### config.mk
export PLATFORM = sky130hd
export DESIGN_NAME = mcol_ram
export DESIGN_NICKNAME = d
export VERILOG_FILES = /design/src/rtl/mcol_pkg.sv /design/src/rtl/mcol_wdec.sv /design/src/rtl/mcol_column.sv /design/src/rtl/mcol_ram.sv
export SDC_FILE = /design/constraint.sdc
export NUM_CORES = 1
export LEC_CHECK = 0
export BUFFER_PORTS_ARGS = -buffer_cell sky130_fd_sc_hd__buf_4
export CELL_PAD_IN_SITES_DETAIL_PLACEMENT = 1
export CELL_PAD_IN_SITES_GLOBAL_PLACEMENT = 1
export CORE_MARGIN = 5
export CORE_UTILIZATION = 58
export DETAILED_ROUTE_END_ITERATION = 7
export PLACE_DENSITY = 0.86
export SYNTH_ARGS = -nofsm -noshare
export SYNTH_HDL_FRONTEND = slang
export SYNTH_SLANG_ARGS = --single-unit
export TNS_END_PERCENT = 30
### constraint.sdc
create_clock -name wr_clk -period 4.9 [get_ports wr_clk]
set_input_delay 0.98 -clock wr_clk [delete_from_list [all_inputs] [get_ports wr_clk]]
set_output_delay 0.98 -clock wr_clk [all_outputs]
set_load 0.05 [all_outputs]
### src/rtl/mcol_pkg.sv
package mcol_pkg;
    parameter int MC_DEPTH = 64;
    parameter int MC_COLS  = 4;
    localparam int MC_AW   = $clog2(MC_DEPTH);

    typedef logic [MC_AW-1:0] mc_addr_t;
endpackage

### src/rtl/mcol_wdec.sv
// Turns the shared write address and enable into one-hot row strobes.
module mcol_wdec #(
    parameter int DEPTH = mcol_pkg::MC_DEPTH,
    localparam int AW   = $clog2(DEPTH)
) (
    input  logic             wr_en,
    input  logic [AW-1:0]    wr_addr,
    output logic [DEPTH-1:0] row_we
);
    for (genvar r = 0; r < DEPTH; r++) begin : g_row
        assign row_we[r] = wr_en && (wr_addr == AW'(r));
    end
endmodule

### src/rtl/mcol_column.sv
// One 1-bit column: a write through the row strobes, and an asynchronous read mux.
module mcol_column #(
    parameter int DEPTH = mcol_pkg::MC_DEPTH,
    localparam int AW   = $clog2(DEPTH)
) (
    input  logic             clk,
    input  logic [DEPTH-1:0] row_we,
    input  logic             wr_bit,
    input  logic [AW-1:0]    rd_addr,
    output logic             rd_bit
);
    typedef struct packed {
        logic [DEPTH-1:0] cells;
    } col_state_t;

    col_state_t st_d;
    col_state_t st_q = '0;

    always_comb begin
        st_d = st_q;
        for (int r = 0; r < DEPTH; r++) begin
            if (row_we[r]) begin
                st_d.cells[r] = wr_bit;
            end
        end
    end

    always_ff @(posedge clk) begin
        st_q <= st_d;
    end

    assign rd_bit = st_q.cells[rd_addr];
endmodule

### src/rtl/mcol_ram.sv
module mcol_ram #(
    parameter int DEPTH = mcol_pkg::MC_DEPTH,
    localparam int AW   = $clog2(DEPTH),
    localparam int NCOL = mcol_pkg::MC_COLS
) (
    input  logic            wr_clk,
    input  logic            wr_en,
    input  logic [AW-1:0]   addr_d,
    input  logic [AW-1:0]   addr_a,
    input  logic [AW-1:0]   addr_b,
    input  logic [AW-1:0]   addr_c,
    input  logic [NCOL-1:0] din,
    output logic [NCOL-1:0] dout
);
    logic [DEPTH-1:0] row_we;
    logic [AW-1:0]    col_raddr [NCOL];

    // Column order is fixed: A, B, C read on their own addresses; D reads on the write address.
    assign col_raddr[0] = addr_a;
    assign col_raddr[1] = addr_b;
    assign col_raddr[2] = addr_c;
    assign col_raddr[3] = addr_d;

    mcol_wdec #(.DEPTH(DEPTH)) u_wdec (
        .wr_en   (wr_en),
        .wr_addr (addr_d),
        .row_we  (row_we)
    );

    for (genvar c = 0; c < NCOL; c++) begin : g_col
        mcol_column #(.DEPTH(DEPTH)) u_col (
            .clk     (wr_clk),
            .row_we  (row_we),
            .wr_bit  (din[c]),
            .rd_addr (col_raddr[c]),
            .rd_bit  (dout[c])
        );
    end
endmodule

==> results.md, run 1 <==
* Hold-fix buffers at CTS at 0
* Seq cells post-synth at 256
* Vias per inst at 6.821
* Syn_nets at 561
* Final hold violations at 0
* Area Overhead vs Synth at 10.44%
* Starting Density at 59.39%
* Adder-cell share of the synthesized area at 0%
* Synth Area in Simple Gates at 5.414%
* Status: finished clean
* Initial DRT Pass Iterations at 7
* CTS tree: yes
* Startpoint types: primary input
* Final setup vio count at 0
* Post-Synthesis Cells at 531
* Worst Path Arrival at 3180 ps
* Max FFs per register at 256
* Endpoint class of the critical path: primary output
* Number of routed nets with antenna violations at 0
* Max Cap Viol at 0
* Drt total wl at 26,330 um
* Biggest regs: g_col.u_col.st_q x256
* Die Span X at 143.3 um
* Max Freq at 0.2404 GHz
* Clock-pin slew on the worst setup and hold paths at 60 ps
* Die area at 20,540 um^2
* Port-buffer cells at 33
* Setup TNS Final at 0 ps
* Compound-gate portion of the synthesized area at 2.270%
* CTS root buf: clkbuf_16
* Main combinational cell family by area after synthesis: multiplexers
* Drt first-iter violations at 685
* Setup CP Type: primary input to primary output
* RSZ-0062 raised after global routing: false
* # DRC at 0
* Leak at 3.551 nW
* Yosys top cell area share at 74.58%
* Most frequent cells in the layout: edfxtp_1, nor2_1, mux4_2, buf_4, clkbuf_16
* Yosys cell types at 32
* Reg with most FFs: g_col.u_col.st_q
* Ant. Diodes at 0
* Initial antenna violation count at 0
* Number of post-CTS setup repair buffers at 0
* Total CTS buffers at 26
* Slew headroom at 44.21%
* Congestion Overflow GR at 0
* Xor/xnor cell area share of the yosys netlist at 0%
* Final Wtd Congestion at 0.8543
* CTS Sinks at 256
* Largest net degree at the start of global routing at 65
* Register area share after synthesis at 74.58%
* Vias at 5,450
* Crit path time final at 4159 ps
* CTS H-Tree Depth at 1
* Mux contribution to synthesized area at 15.45%
* Ratio of final minimum period to clock period at 84.88%
* Commonest non-fill, non-tap cell in the layout: edfxtp_1
* Final net count at 585
* Synthesized cell area at 10,310 um^2
* Post-synth top area cell: edfxtp_1
* Core region area at 17,360 um^2
* Worst hold slack at 1008 ps
* Number of synthesis warnings at 0
* Hold Path Depth at 1
* Vias in the first global route at 5,753
* Top Ports at 34
* Tot GR Track Use at 26.61%
* Pins Over Slew Limit at 0
* Worst Tran Pin Value at 833.8 ps
* CTS Buffer Depth at 3
* Main synth FF type: edfxtp_1
* Number of enable flip-flop cells after synthesis at 256
* Proportion of layout cells with a drive suffix above 1 at 21.60%
* Post-DP HPWL at 17,510 um
* Hold WC Path Type: primary input to flop
* # resized after CTS at 0
* Max VDD drop at 0.0003039 V
* FFs w/ async S/R, synth at 0%
* CP max FO at 15
* Power Dens Cells at 393.8 nW/um^2
* Syn Area/Cell at 19.41 um^2
* DR WL/cell at 32.95 um
* WP data required at 3920 ps
* Area contributors post-synth: edfxtp_1, mux4_2, nor2_1, mux4_1, a22oi_1
* First-pass GRT wire length at 38,640 um
* Row count at 48
* Die extent in y at 143.3 um
logic make-up (layout without fill, tap and decap cells):
family / after synthesis / after routing
flops: 256 / 256
simple gates: 126 / 126
mux: 75 / 75
buf+inv: 43 / 86
compound gates: 31 / 31
area by class of cell:
type                       count  area, um^2
inverter                       6       22.52
timing repair buffer          33       247.7
tap                          225       281.5
clock inverter                16       68.82
clock buffer                  31       690.7
fill                        1413        5973
sequential                   256        7687
multi-input combinational    232        2385
layer usage:
layer  part of all wire (%)  routed length (um)  global-route usage (%)  vias to the layer above
met2                     48               12730                   42.36                      378
met4                    5.4                1427                   12.64                        0
li1                       -                   -                       -                     2198
met5                      0                   0                       0                        -
met1                     37                9667                   36.57                     2798
met3                    9.5                2503                   4.526                       76
where the power goes:
group	switching [W]	total, W	internal, W
sequential	0.00000420	0.00243	0.00242
clock	0.000791	0.00179	0.000995
combinational	0.000175	0.000268	0.0000930
total	0.000970	0.00448	0.00351
worst max-delay path, cell delays in order:
cell	delay, ps
buf_4	250
mux4_2	550
o311ai_0	430
a211oi_1	130
or4_1	600
buf_4	220
worst paths after layout:
kind | slack (ps) | from | endpoint
worst min-delay path | 1010 | din[3] | g_col[3].u_col.st_q[40]
worst max-delay path | 740 | addr_c[1] | dout[2]
metrics by stage:
step	std cells	instance area, um^2	util (%)	total power (W)	worst slack (ps)
after floorplan	531	10310	-	0.002633	1196
after global placement	752	10620	61.21	0.002726	807.5
after detailed placement	752	10620	61.21	0.002741	778.7
after CTS	799	11380	65.59	0.004497	750.4
after global routing	799	11380	65.59	0.004624	681.8
final	799	11380	65.59	0.004483	740.9
cells in the mapped netlist (2+ instances only):
master / number
a22oi_1: 14
nand3_1: 12
a211oi_1: 3
or4_1: 3
mux2i_1: 8
buf_2: 3
buf_4: 6
edfxtp_1: 256
buf_1: 6
a311oi_1: 6
a21oi_1: 3
o22ai_1: 2
clkbuf_1: 16
nand2b_1: 3
buf_6: 4
mux2_2: 2
nor2b_1: 11
nor2_1: 71
nand2_1: 19
mux4_1: 7
nand3b_1: 3
inv_1: 6
mux4_2: 58
Power figures use the tool's default switching activity.
==> inputs of run 2 (changes only) <==
- ABC_AREA: unset -> 1
- CORE_UTILIZATION: 58 -> 45
- PLACE_DENSITY: 0.86 -> 0.78
- clock period: 4.9 -> 3.5 ns (I/O delays scaled with it)
==> run 2 against run 1 <==
Net effect:
- sequential cell count unchanged
- combinational power up 66%
- area after synthesis up 5.2%
- power up 46%
- largest power group unchanged
- sequential power up 40%
- die area up 33%
==> results.md, run 2 <==
* Port-buffer cells at 33 (unchanged)
* Worst Tran Pin Value at 779.2 ps (was 833.8 ps)
* Final setup vio count at 0 (unchanged)
* Hold-fix buffers at CTS at 0 (unchanged)
* Die extent in y at 165.2 um (was 143.3 um)
* Max FFs per register at 256 (unchanged)
* Final core utilization at 51.20% (was 65.59%)
* Internal power at 0.005063 W (was 0.003513 W)
* P_sw at 0.001489 W (was 0.0009701 W)
* # DRC at 0 (unchanged)
* Total CTS buffers at 27 (was 26)
* GR Util met1 at 34.61% (was 36.57%)
* Congestion Overflow GR at 0 (unchanged)
* Pins Over Slew Limit at 0 (unchanged)
* Commonest non-fill, non-tap cell in the layout: nand2_1 (was edfxtp_1)
* Xor/xnor cell area share of the yosys netlist at 0% (unchanged)
* Post-synth top area cell: edfxtp_1 (unchanged)
* Synthesized cell area at 10,840 um^2 (was 10,310 um^2)
* Ant. Diodes at 0 (unchanged)
* Hold WC Path Type: primary input to flop (unchanged)
* Yosys cell types at 11 (was 32)
* Share of power burned in registers at 51.9% (was 54.2%)
* Initial DRT Pass Iterations at 5 (was 7)
* Leak at 4.549 nW (was 3.551 nW)
* Worst Path Arrival at 2280 ps (was 3180 ps)
* Tot GR Track Use at 24.18% (was 26.61%)
* Slew headroom at 47.91% (was 44.21%)
* Clk network pwr share at 41.3% (was 39.9%)
* Number of post-CTS setup repair buffers at 0 (unchanged)
* Final net count at 1,060 (was 585)
* Area contributors post-synth: edfxtp_1, nand2_1, nand3_1, nor2_1, buf_4 (was edfxtp_1, mux4_2, nor2_1, mux4_1, a22oi_1)
* FFs w/ async S/R, synth at 0% (unchanged)
* Die area at 27,300 um^2 (was 20,540 um^2)
* Largest net degree at the start of global routing at 65 (unchanged)
* Row count at 56 (was 48)
* Top cells by count, synth: nand2_1, edfxtp_1, nand3_1 (was edfxtp_1, nor2_1, mux4_2)
* Register area share after synthesis at 70.90% (was 74.58%)
* GRT Max-Usage Layer: met2 (unchanged)
* Syn_nets at 1,038 (was 561)
* Die Span X at 165.2 um (was 143.3 um)
* M3 GR Usage at 3.127% (was 4.526%)
* Adder-cell share of the synthesized area at 0% (unchanged)
* Final Wtd Congestion at 0.8842 (was 0.8543)
* Drt total wl at 32,480 um (was 26,330 um)
* Top-count cell post-synth: nand2_1 (was edfxtp_1)
* CTS tree: yes (unchanged)
* Core region area at 23,610 um^2 (was 17,360 um^2)
* Starting Density at 45.92% (was 59.39%)
* Comb pwr share at 6.8% (was 6.0%)
* # resized after CTS at 0 (unchanged)
* CTS Buffer Depth at 3 (unchanged)
* Number of synthesis warnings at 0 (unchanged)
* Setup CP Type: primary input to primary output (unchanged)
* Startpoint types: primary input (unchanged)
* Endpoint class of the critical path: primary output (unchanged)
* Ratio of final minimum period to clock period at 85.10%
* Vias per inst at 5.563 (was 6.821)
* Most frequent cells in the layout: nand2_1, edfxtp_1, nand3_1, nor2_1, buf_4 (was edfxtp_1, nor2_1, mux4_2, buf_4, clkbuf_16)
* Post-Synthesis Cells at 1,008 (was 531)
* Vias at 7,604 (was 5,450)
* Vias in the first global route at 7,999 (was 5,753)
* First-pass GRT wire length at 48,530 um (was 38,640 um)
* Yosys top cell area share at 70.90% (was 74.58%)
* Max Cap Viol at 0 (unchanged)
* Max VDD drop at 0.0004331 V (was 0.0003039 V)
* Drt first-iter violations at 840 (was 685)
* Compound-gate portion of the synthesized area at 0% (was 2.270%)
* RSZ-0062 raised after global routing: false (unchanged)
* Proportion of layout cells with a drive suffix above 1 at 8.302% (was 21.60%)
* Main synth FF type: edfxtp_1 (unchanged)
* Top Ports at 34 (unchanged)
* Syn Area/Cell at 10.76 um^2 (was 19.41 um^2)
* Status: finished clean (unchanged)
* Clock-pin slew on the worst setup and hold paths at 60 ps (about the same)
* Seq cells post-synth at 256 (unchanged)
* DR WL/cell at 23.76 um (was 32.95 um)
* Final hold violations at 0 (unchanged)
* WP data required at 2800 ps (was 3920 ps)
* Initial antenna violation count at 0 (unchanged)
* Met2 usage at 39.46% (was 42.36%)
* Mux contribution to synthesized area at 0% (was 15.45%)
* Setup TNS Final at 0 ps (unchanged)
* Synth Area in Simple Gates at 25.28% (was 5.414%)
* CTS Sinks at 256 (unchanged)
* Number of routed nets with antenna violations at 0 (unchanged)
* Hold Path Depth at 1 (unchanged)
* Crit path time final at 2978 ps
* CTS H-Tree Depth at 1 (unchanged)
* Post-DP HPWL at 21,730 um (was 17,510 um)
* Main combinational cell family by area after synthesis: simple AND/OR/NAND/NOR gates (was multiplexers)
* Number of enable flip-flop cells after synthesis at 256 (unchanged)
* Area Overhead vs Synth at 11.49% (was 10.44%)
* CTS root buf: clkbuf_16 (unchanged)
* Sw frac at 22.73% (was 21.64%)
* Power Dens Cells at 542.0 nW/um^2 (was 393.8 nW/um^2)
* Worst hold slack at 705.9 ps (was 1008 ps)
* Max Freq at 0.3357 GHz
* Reg with most FFs: g_col.u_col.st_q (unchanged)
* CP max FO at 33 (was 15)
* Biggest regs: g_col.u_col.st_q x256 (unchanged)
run 2: cell count changes after synthesis, sizes merged, moves of 6 or more:
| cell | delta |
|---|---|
| a311oi | -6 |
| inv | +21 |
| clkbuf | -10 |
| mux2i | -8 |
| nor2 | +11 |
| buf | +24 |
| a22oi | -14 |
| nand2 | +406 |
| nor2b | -11 |
| mux4 | -65 |
| nand3 | +155 |
run 2: power groups by stage:
stage / clock, W / combinational, W / sequential, W
2_1_floorplan: 0 / 0.000270 / 0.00346
3_3_place_gp: 0 / 0.000428 / 0.00346
3_5_place_dp: 0 / 0.000443 / 0.00347
4_1_cts: 0.00274 / 0.000447 / 0.00340
5_1_grt: 0.00289 / 0.000488 / 0.00340
6_report: 0.00271 / 0.000446 / 0.00340
run 2: per-layer routing:
layer	vias up	share of wire, %
li1	3449	-
met1	3777	43
met2	317	47
met3	61	7.9
met4	0	2.2
met5	-	0
run 2: cells by family after synthesis:
family                 after synthesis
DFF                                256
and+or+nand+nor                    674
buffers and inverters               78
run 2: critical path, stage by stage:
cell     delay, ps
buf_4          230
inv_2          420
nand2_1        110
nand2_1         90
nand2_1         50
nand2_1        110
nand2_1         70
nand2_1         70
nor2_1          40
nor2_1          90
nor2_1          50
nand2_1         60
buf_4          190
run 2: path summary, 6_finish.rpt:
path,start,end,slack [ps]
setup / recovery,addr_d[0],dout[3],520
hold / removal,din[3],g_col[3].u_col.st_q[46],710
run 2: area by class of cell:
class | count | area, um^2
clock buffer | 32 | 694.4
clock inverter | 15 | 122.6
fill | 2543 | 11520
inverter | 27 | 101.3
multi-input combinational | 674 | 2741
sequential | 256 | 7687
tap | 319 | 399.1
timing repair buffer | 44 | 342.8
run 2: metrics by stage:
| stage | setup WS [ps] | area (um^2) | cells | power, W |
|---|---|---|---|---|
| detailed placement | 520.7 | 11270 | 1320 | 0.003909 |
| global route | 318.8 | 12090 | 1367 | 0.006775 |
| CTS | 518.6 | 12090 | 1367 | 0.006591 |
| floorplan | 1090 | 10840 | 1008 | 0.003733 |
| global placement | 543.3 | 11270 | 1320 | 0.003892 |
| finish | 521.5 | 12090 | 1367 | 0.006553 |
